$ cat src/rtl/comp_pkg.sv
// comp_pkg: shared constants for the three-pole three-zero compensator.
// Assumes four error taps and three output taps; the register address
// layout places the coefficients first, in tap order.
package comp_pkg;
    localparam int NUM_B  = 4;              // error taps (current + 3 past)
    localparam int NUM_A  = 3;              // past output taps
    localparam int NTERM  = NUM_B + NUM_A;  // products per update
    localparam int ADDR_W = 4;

    localparam logic [ADDR_W-1:0] REG_SCALE = 4'd7;
    localparam logic [ADDR_W-1:0] REG_SHIFT = 4'd8;
    localparam logic [ADDR_W-1:0] REG_LO    = 4'd9;
    localparam logic [ADDR_W-1:0] REG_HI    = 4'd10;
endpackage

$ cat src/rtl/comp_cfg.sv
// comp_cfg: configuration registers (coefficients, gain, shift, limits).
// Assumes writes are only meaningful while idle; writes during busy are
// dropped so a computation always sees one consistent parameter set.
module comp_cfg
    import comp_pkg::*;
#(
    parameter int DW   = 16,
    parameter int SH_W = 5
) (
    input  logic                       clk,
    input  logic                       rst_n,
    input  logic                       busy,
    input  logic                       we,
    input  logic [ADDR_W-1:0]          addr,
    input  logic [DW-1:0]              wdata,
    output logic [NTERM-1:0][DW-1:0]   coef,
    output logic [DW-1:0]              scale,
    output logic [SH_W-1:0]            shift,
    output logic [DW-1:0]              lo,
    output logic [DW-1:0]              hi
);
    logic wr_ok;
    assign wr_ok = we && !busy;

    // One register per coefficient tap, addressed by tap index
    for (genvar i = 0; i < NTERM; i++) begin : g_coef
        logic [DW-1:0] q;
        // Hold tap i coefficient
        always_ff @(posedge clk) begin
            if (!rst_n)
                q <= '0;
            else if (wr_ok && addr == ADDR_W'(i))
                q <= wdata;
        end
        assign coef[i] = q;
    end

    // Hold post-processing gain, shift and clamp limits
    always_ff @(posedge clk) begin
        if (!rst_n) begin
            scale <= DW'(1);
            shift <= '0;
            lo    <= '0;
            hi    <= {1'b0, {(DW-1){1'b1}}};
        end else if (wr_ok) begin
            case (addr)
                REG_SCALE: scale <= wdata;
                REG_SHIFT: shift <= wdata[SH_W-1:0];
                REG_LO:    lo    <= wdata;
                REG_HI:    hi    <= wdata;
                default:   ;
            endcase
        end
    end


    cfg_frozen_chk: assert property (@(posedge clk) disable iff (!rst_n)
        busy && we |=> $stable(coef) && $stable(scale) && $stable(shift)
                       && $stable(lo) && $stable(hi));
endmodule

$ cat src/rtl/comp_hist.sv
// comp_hist: error and output histories plus the operand selector.
// Captures the new error on accept, advances both delay lines only when
// an update completes, clears them on request, and presents the operand
// for the current step (0 = newest error ... NTERM-1 = oldest output).
module comp_hist
    import comp_pkg::*;
#(
    parameter int SAMP_W = 12,
    parameter int DW     = 16,
    parameter int SEL_W  = 3
) (
    input  logic              clk,
    input  logic              rst_n,
    input  logic              capture,
    input  logic [SAMP_W-1:0] setpoint,
    input  logic [SAMP_W-1:0] sample,
    input  logic              clr,
    input  logic              advance,
    input  logic [DW-1:0]     newest,
    input  logic [SEL_W-1:0]  sel,
    output logic [DW-1:0]     operand
);
    localparam int ERR_W  = SAMP_W + 1;
    localparam int NSLOTS = 2 ** SEL_W;

    logic signed [ERR_W-1:0]       err_now;
    logic [DW-1:0]                 e_cur;
    logic [NUM_B-2:0][DW-1:0]      e_h;
    logic [NUM_B-2:0][DW-1:0]      e_src;
    logic [NUM_A-1:0][DW-1:0]      u_h;
    logic [NUM_A-1:0][DW-1:0]      u_src;
    logic [NSLOTS-1:0][DW-1:0]     ops;

    assign err_now = $signed({1'b0, setpoint}) - $signed({1'b0, sample});

    // Latch the sign-extended error of the accepted sample
    always_ff @(posedge clk) begin
        if (!rst_n)
            e_cur <= '0;
        else if (capture)
            e_cur <= {{(DW-ERR_W){err_now[ERR_W-1]}}, err_now};
    end

    // Error delay line: stage 0 takes the current error
    for (genvar i = 0; i < NUM_B-1; i++) begin : g_err
        if (i == 0) begin : g_head
            assign e_src[i] = e_cur;
        end else begin : g_tail
            assign e_src[i] = e_h[i-1];
        end
        // Advance on completion, zero on clear
        always_ff @(posedge clk) begin
            if (!rst_n)
                e_h[i] <= '0;
            else if (advance)
                e_h[i] <= e_src[i];
            else if (clr)
                e_h[i] <= '0;
        end
    end

    // Output delay line: stage 0 takes the clamped duty
    for (genvar j = 0; j < NUM_A; j++) begin : g_out
        if (j == 0) begin : g_head
            assign u_src[j] = newest;
        end else begin : g_tail
            assign u_src[j] = u_h[j-1];
        end
        // Advance on completion, zero on clear
        always_ff @(posedge clk) begin
            if (!rst_n)
                u_h[j] <= '0;
            else if (advance)
                u_h[j] <= u_src[j];
            else if (clr)
                u_h[j] <= '0;
        end
    end

    // Operand table indexed by step, unused slots read as zero
    for (genvar k = 0; k < NSLOTS; k++) begin : g_ops
        if (k == 0) begin : g_now
            assign ops[k] = e_cur;
        end else if (k < NUM_B) begin : g_eh
            assign ops[k] = e_h[k-1];
        end else if (k < NTERM) begin : g_uh
            assign ops[k] = u_h[k-NUM_B];
        end else begin : g_pad
            assign ops[k] = '0;
        end
    end

    assign operand = ops[sel];


    hist_clear_chk: assert property (@(posedge clk) disable iff (!rst_n)
        clr && !advance |=> (e_h == '0) && (u_h == '0));


    hist_hold_chk: assert property (@(posedge clk) disable iff (!rst_n)
        !clr && !advance |=> $stable(e_h) && $stable(u_h));
endmodule

$ cat src/rtl/comp_mac.sv
// comp_mac: signed multiply-accumulate with a saturating accumulator.
// Assumes ACC_W >= 2*DW; one guard bit detects overflow on each addition.
module comp_mac #(
    parameter int DW    = 16,
    parameter int ACC_W = 32
) (
    input  logic                     clk,
    input  logic                     rst_n,
    input  logic                     clr,
    input  logic                     en,
    input  logic [DW-1:0]            coef,
    input  logic [DW-1:0]            operand,
    output logic signed [ACC_W-1:0]  acc
);
    localparam int PW = 2 * DW;

    logic signed [PW-1:0]    prod;
    logic signed [ACC_W:0]   sum;
    logic signed [ACC_W-1:0] acc_next;

    assign prod = $signed(coef) * $signed(operand);
    assign sum  = $signed({acc[ACC_W-1], acc})
                + $signed({{(ACC_W+1-PW){prod[PW-1]}}, prod});

    // Saturate when the guard bit disagrees with the sign bit
    always_comb begin
        if (sum[ACC_W] != sum[ACC_W-1])
            acc_next = sum[ACC_W] ? {1'b1, {(ACC_W-1){1'b0}}}
                                  : {1'b0, {(ACC_W-1){1'b1}}};
        else
            acc_next = sum[ACC_W-1:0];
    end

    // Clear on accept, accumulate one product per step
    always_ff @(posedge clk) begin
        if (!rst_n || clr)
            acc <= '0;
        else if (en)
            acc <= acc_next;
    end


    no_overflow_chk: assert property (@(posedge clk) disable iff (!rst_n)
        en && !clr && acc > 0 && prod > 0 |=> acc > 0);


    no_underflow_chk: assert property (@(posedge clk) disable iff (!rst_n)
        en && !clr && acc < 0 && prod < 0 |=> acc < 0);
endmodule

$ cat src/rtl/comp_post.sv
// comp_post: gain, arithmetic shift and clamp of the accumulated sum,
// plus the duty and done registers. Assumes the limits are signed.
module comp_post #(
    parameter int DW    = 16,
    parameter int ACC_W = 32,
    parameter int SH_W  = 5
) (
    input  logic                    clk,
    input  logic                    rst_n,
    input  logic                    upd,
    input  logic signed [ACC_W-1:0] acc,
    input  logic [DW-1:0]           scale,
    input  logic [SH_W-1:0]         shift,
    input  logic [DW-1:0]           lo,
    input  logic [DW-1:0]           hi,
    output logic [DW-1:0]           clamped,
    output logic [DW-1:0]           duty,
    output logic                    done
);
    localparam int SC_W = ACC_W + DW;

    logic signed [SC_W-1:0] scaled;
    logic signed [SC_W-1:0] shifted;
    logic signed [SC_W-1:0] lo_x;
    logic signed [SC_W-1:0] hi_x;

    assign scaled  = acc * $signed(scale);
    assign shifted = scaled >>> shift;
    assign lo_x    = $signed({{(SC_W-DW){lo[DW-1]}}, lo});
    assign hi_x    = $signed({{(SC_W-DW){hi[DW-1]}}, hi});

    // Upper limit first, then lower limit
    always_comb begin
        if (shifted > hi_x)
            clamped = hi;
        else if (shifted < lo_x)
            clamped = lo;
        else
            clamped = shifted[DW-1:0];
    end

    // Register the command and flag it for one cycle
    always_ff @(posedge clk) begin
        if (!rst_n) begin
            duty <= '0;
            done <= 1'b0;
        end else begin
            done <= upd;
            if (upd)
                duty <= clamped;
        end
    end


    clamp_range_chk: assert property (@(posedge clk) disable iff (!rst_n)
        done && ($signed(lo) <= $signed(hi))
        |-> ($signed(duty) >= $signed(lo)) && ($signed(duty) <= $signed(hi)));


    duty_hold_chk: assert property (@(posedge clk) disable iff (!rst_n)
        !upd |=> $stable(duty));
endmodule

$ cat src/rtl/comp3p3z.sv
// comp3p3z: third-order compensator top. Sequences seven MAC steps after
// an accepted start, then one post-processing step that drives duty,
// raises done and advances the histories. Assumes a single clock domain
// and that start, abort and configuration are synchronous to it.
module comp3p3z
    import comp_pkg::*;
#(
    parameter int SAMP_W = 12,
    parameter int DW     = 16,
    parameter int ACC_W  = 32,
    parameter int SH_W   = 5
) (
    input  logic              clk,
    input  logic              rst_n,
    input  logic              cfg_we,
    input  logic [ADDR_W-1:0] cfg_addr,
    input  logic [DW-1:0]     cfg_wdata,
    input  logic              hist_clr,
    input  logic              start,
    input  logic              abort,
    input  logic [SAMP_W-1:0] setpoint,
    input  logic [SAMP_W-1:0] sample,
    output logic              busy,
    output logic              done,
    output logic [DW-1:0]     duty
);
    localparam int                STEP_W    = $clog2(NTERM + 1);
    localparam int                NSLOTS    = 2 ** STEP_W;
    localparam logic [STEP_W-1:0] LAST_STEP = STEP_W'(NTERM);

    logic [STEP_W-1:0]          step;
    logic                       accept, mac_en, finish, clr_go;
    logic [NTERM-1:0][DW-1:0]   coef;
    logic [NSLOTS-1:0][DW-1:0]  coef_pad;
    logic [DW-1:0]              coef_sel, operand, clamped;
    logic [DW-1:0]              scale, lo, hi;
    logic [SH_W-1:0]            shift;
    logic signed [ACC_W-1:0]    acc;

    assign accept = start && !busy && !abort;
    assign mac_en = busy && !abort && (step != LAST_STEP);
    assign finish = busy && !abort && (step == LAST_STEP);
    assign clr_go = hist_clr && !busy;

    // Step sequencer: NTERM product steps, then one finishing step
    always_ff @(posedge clk) begin
        if (!rst_n) begin
            busy <= 1'b0;
            step <= '0;
        end else if (accept) begin
            busy <= 1'b1;
            step <= '0;
        end else if (busy) begin
            if (abort || step == LAST_STEP) begin
                busy <= 1'b0;
                step <= '0;
            end else begin
                step <= step + 1'b1;
            end
        end
    end

    // Coefficient table indexed by step, padded with zeros
    for (genvar k = 0; k < NSLOTS; k++) begin : g_cpad
        if (k < NTERM) begin : g_used
            assign coef_pad[k] = coef[k];
        end else begin : g_pad
            assign coef_pad[k] = '0;
        end
    end
    assign coef_sel = coef_pad[step];

    comp_cfg #(.DW(DW), .SH_W(SH_W)) u_cfg (
        .clk   (clk),
        .rst_n (rst_n),
        .busy  (busy),
        .we    (cfg_we),
        .addr  (cfg_addr),
        .wdata (cfg_wdata),
        .coef  (coef),
        .scale (scale),
        .shift (shift),
        .lo    (lo),
        .hi    (hi)
    );

    comp_hist #(.SAMP_W(SAMP_W), .DW(DW), .SEL_W(STEP_W)) u_hist (
        .clk      (clk),
        .rst_n    (rst_n),
        .capture  (accept),
        .setpoint (setpoint),
        .sample   (sample),
        .clr      (clr_go),
        .advance  (finish),
        .newest   (clamped),
        .sel      (step),
        .operand  (operand)
    );

    comp_mac #(.DW(DW), .ACC_W(ACC_W)) u_mac (
        .clk     (clk),
        .rst_n   (rst_n),
        .clr     (accept),
        .en      (mac_en),
        .coef    (coef_sel),
        .operand (operand),
        .acc     (acc)
    );

    comp_post #(.DW(DW), .ACC_W(ACC_W), .SH_W(SH_W)) u_post (
        .clk     (clk),
        .rst_n   (rst_n),
        .upd     (finish),
        .acc     (acc),
        .scale   (scale),
        .shift   (shift),
        .lo      (lo),
        .hi      (hi),
        .clamped (clamped),
        .duty    (duty),
        .done    (done)
    );


    done_pulse_chk: assert property (@(posedge clk) disable iff (!rst_n)
        done |=> !done);


    accept_busy_chk: assert property (@(posedge clk) disable iff (!rst_n)
        accept |=> busy && step == '0);


    done_end_chk: assert property (@(posedge clk) disable iff (!rst_n)
        done |-> !busy && $past(busy));


    abort_stop_chk: assert property (@(posedge clk) disable iff (!rst_n)
        busy && abort |=> !busy && !done);


    start_busy_chk: assert property (@(posedge clk) disable iff (!rst_n)
        busy && start && !abort && step != LAST_STEP
        |=> busy && step == $past(step) + 1'b1);
endmodule

$ cat config.mk
export PLATFORM = sky130hd
export DESIGN_NAME = comp3p3z
export DESIGN_NICKNAME = d
export VERILOG_FILES = /design/src/rtl/comp_pkg.sv /design/src/rtl/comp_cfg.sv /design/src/rtl/comp_hist.sv /design/src/rtl/comp_mac.sv /design/src/rtl/comp_post.sv /design/src/rtl/comp3p3z.sv
export SDC_FILE = /design/constraint.sdc
export NUM_CORES = 2
export LEC_CHECK = 0
export BUFFER_PORTS_ARGS = -buffer_cell sky130_fd_sc_hd__buf_2
export CORE_UTILIZATION = 49
export DETAILED_ROUTE_END_ITERATION = 12
export HOLD_SLACK_MARGIN = 0.08
export SYNTH_ARGS = -nofsm -noshare
export SYNTH_HDL_FRONTEND = slang
export SYNTH_SLANG_ARGS = --single-unit
export TNS_END_PERCENT = 20
$ cat constraint.sdc
create_clock -name clk -period 27.9 [get_ports clk]
set_input_delay 4.185 -clock clk [delete_from_list [all_inputs] [get_ports clk]]
set_output_delay 4.185 -clock clk [all_outputs]
set_load 0.05 [all_outputs]
==> flow_metrics.env <==
export IMPL_status="complete, no violations"
export IMPL_max_freq_ghz=0.08302
export IMPL_seq_power_share=0.369
export IMPL_gp_congestion=0.9258
export IMPL_path_delay_family="simple AND/OR/NAND/NOR gates"
export IMPL_num_fill_cells=9403
export IMPL_cts_hold_buf=0
export IMPL_wl_per_cell_um=20.61
export IMPL_async_reset_ff_frac=0
export IMPL_crit_fanout=29
export IMPL_dpl_instance_area_um2=49970
export IMPL_finalCriticalPeriod_ns=12.05
export IMPL_rows=115
export IMPL_switching_power_mw=0.4218
export IMPL_numCtsBuffers=37
export IMPL_die_x_um=316.9
export IMPL_cp_end_kind="flop"
export IMPL_postCtsResizedCells=0
export IMPL_crit_path_frequent_cell="fa_1"
export IMPL_yosys_top_cells_area="fa_1 32%, dfxtp_1 13%, ha_1 8.3%, inv_1 6.4%, nand2_1 5.7%"
export IMPL_final_cell_mix="827 x inv_1, 786 x fa_1, 737 x nand2_1"
export IMPL_synth_edff_count=0
export IMPL_p_clk_frac=0.390
export IMPL_synth_area_leader_cell="fa_1"
export IMPL_yosysWarnings=0
export IMPL_netlist_area_um2=48570
export IMPL_vias_per_cell=5.753
export IMPL_drive_gt1_frac=0.06352
export IMPL_hold_viol=0
export IMPL_hold_end="u_cfg.g_coef[3].q[5]"
export IMPL_relSlewSlack=0.1187
export IMPL_setup_viol=0
export IMPL_worstSkewPairLatency_ns=0.57
export IMPL_p_leak_nw=21.48
export IMPL_ys_seq_elements=318
export IMPL_cap_viol_max_count=0
export IMPL_wirelength_mm=139.2
export IMPL_drt_initial_drc_count=3128
export IMPL_fin_util=0.5213
export IMPL_htreeDepth=2
export IMPL_r2r_slack_ns=15.85
export IMPL_synth_flop_cell="dfxtp_1"
export IMPL_reg2reg_to="u_hist.ops[67]"
export IMPL_min_period_over_period=0.4317
export IMPL_final_cell_area_um2=51230
export IMPL_cts_tree="built"
export IMPL_cts_setup_buffers=0
export IMPL_worstSetupPathType="flop to flop"
export IMPL_syn_avg_cell_area_um2=8.733
export IMPL_ant_nets=0
export IMPL_hold_path_startpoint="u_cfg.g_coef[3].q[5]"
export IMPL_grt_ovfl_total=0
export IMPL_r2r_cells=37
export IMPL_crit_slowest_cell="dfxtp_1"
export IMPL_min_path_cells=2
export IMPL_seq_area_um2=6379
export IMPL_grt_max_degree=98
export IMPL_cts_buffer_depth=3
export IMPL_first_pass_iters=5
export IMPL_worstSetupStartpointType="flop"
export IMPL_antenna_found_initial=3
export IMPL_cts_sinks=318
export IMPL_crit_buf_inv=6
export IMPL_setup_tns_ns=0
export IMPL_grt_total_usage=0.2836
export IMPL_dp_hpwl_mm=108.8
export IMPL_worst_pin_slew_ns=1.322
export IMPL_synth_cell_type_count=87
export IMPL_final_nets=6596
export IMPL_die_area_um2=100400
export IMPL_final_common_cell="inv_1"
export IMPL_clock_skew_ns=0.02712
export IMPL_grt_first_pass_wirelength_mm=222.6
export IMPL_min_path_type="flop to flop"
export IMPL_ir_drop_mv=0.04651
export IMPL_io_pins=68
export IMPL_slew_viol_final=0
export IMPL_cp_arrival_ns=12.56
export IMPL_syn_to_final_growth_pct=5.461
export IMPL_route_detailed_drc=0
export IMPL_fp_dieH_um=316.9
export IMPL_swShare=0.3301
export IMPL_syn_inst=5562
export IMPL_max_stage_delay_ns=0.72
export IMPL_first_global_vias=38490
export IMPL_synth_top_area_share=0.3239
export IMPL_clk_pin_slew_ns=0.06
export IMPL_vias=38850
export IMPL_comb_power_share=0.241
export IMPL_r2r_start="u_cfg.scale[15]"
export IMPL_syn_num_nets=6722
export IMPL_power_density_nw_per_um2=24.94
export IMPL_port_buffers=67
export IMPL_initial_utilization=0.4943
export IMPL_yosysSeqAreaShare=0.1311
export IMPL_multiInputGateArea_um2=37920
export IMPL_p_int_mw=0.8559
export IMPL_cp_required_ns=28.42
export IMPL_cts_root_buf="clkbuf_16"
export IMPL_rsz0062_at_grt="no"
export IMPL_coreArea_um2=98280
==> final cells by class <==
cell class	count	share of cell area
Antenna cell	2	0.00009770
Clock buffer	48	0.02005
Clock inverter	18	0.004323
Inverter	833	0.06114
Multi-Input combinational cell	4099	0.7402
Sequential cell	318	0.1245
Tap cell	1287	0.03143
Timing Repair Buffer	147	0.01827
==> synthesized netlist by cell type, types with 8 or more instances <==
master / instances
a2111oi_0: 12
a211o_1: 13
a211oi_1: 61
a21boi_0: 9
a21o_1: 87
a21oi_1: 306
a22o_1: 73
a22oi_1: 32
a31oi_1: 27
and2_1: 372
and3_1: 10
and4_1: 10
buf_1: 23
buf_2: 11
clkbuf_1: 273
dfxtp_1: 318
fa_1: 786
ha_1: 324
inv_1: 828
maj3_1: 26
mux2_2: 25
mux2i_1: 111
mux4_2: 54
nand2_1: 737
nand2b_1: 22
nand3_1: 47
nand4_1: 31
nor2_1: 320
nor2b_1: 23
nor3_1: 58
nor4_1: 12
o211ai_1: 47
o21a_1: 32
o21ai_0: 146
o21bai_1: 10
o22ai_1: 23
o31a_1: 8
o31ai_1: 14
or2_2: 14
or3_1: 17
or4_1: 8
xnor2_1: 51
xor2_1: 29
==> metal layers <==
| metal | wire (um) | part of all wire | track usage | vias to the layer above |
|---|---|---|---|---|
| li1 | - | - | - | 17840 |
| met1 | 63010 | 0.45 | 0.4159 | 19620 |
| met2 | 65380 | 0.47 | 0.4567 | 1231 |
| met3 | 8198 | 0.059 | 0.02876 | 158 |
| met4 | 2598 | 0.019 | 0.05398 | 0 |
| met5 | 0 | 0 | 0 | - |
==> power by group through the flow <==
stage,sequential (mW),clock (mW),combinational [mW]
2_1_floorplan,0.475,0,0.221
3_5_place_dp,0.481,0,0.303
6_report,0.471,0.499,0.308
4_1_cts,0.471,0.505,0.306
5_1_grt,0.472,0.525,0.337
3_3_place_gp,0.481,0,0.301
==> tightest hold or removal path, delay by kind of cell, from the launching register on <==
kind / cells / cell delay, ns
AOI/OAI and AO/OA: 1 / 0.05
and+or+nand+nor: 1 / 0.05
DFF: 1 / 0.31
==> flip-flops by register name, summed over array words and instances, names as in the netlist, 16 cells and up <==
name            flops
u_post.duty        16
u_cfg.scale        16
u_hist.ops         48
u_hist.e_h         39
u_cfg.g_coef.q    112
u_cfg.lo           16
u_mac.acc          32
u_cfg.hi           16
==> worst max-delay path by stage <==
stage / startpoint / end / slack (ns) / cells past startpoint
after CTS: u_cfg.scale[15] / u_hist.ops[67] / 15.92 / 37
after global routing: u_mac.acc[31] / u_hist.ops[67] / 15.23 / 35
after global placement: u_cfg.scale[15] / u_post.duty[14] / 16.16 / 38
after floorplan: u_mac.acc[31] / u_hist.ops[78] / 17.50 / 38
final: u_cfg.scale[15] / u_hist.ops[67] / 15.85 / 37
after detailed placement: u_mac.acc[31] / u_hist.ops[67] / 15.98 / 35
==> cells by family after synthesis <==
kind of cell,Yosys count,synth area share
AOI/OAI and AO/OA,987,0.1347
xor gates and xnor gates,80,0.01442
adders and majority gates,1136,0.4128
buffers and inverters,1145,0.08912
DFF,318,0.1311
muxes,191,0.05394
and+or+nand+nor,1705,0.1640
==> per-stage QoR <==
step / std cells / total power [mW] / setup slack, ns / hold WS, ns
2_1_floorplan: 5562 / 0.6960 / 17.50 / 0.4331
3_3_place_gp: 6684 / 0.7823 / 16.16 / 0.4383
3_5_place_dp: 6684 / 0.7845 / 15.98 / 0.4449
4_1_cts: 6750 / 1.282 / 15.92 / 0.4528
5_1_grt: 6752 / 1.334 / 15.23 / 0.4652
6_report: 6752 / 1.278 / 15.85 / 0.4509
No activity file was read; power rests on OpenSTA's default activity.
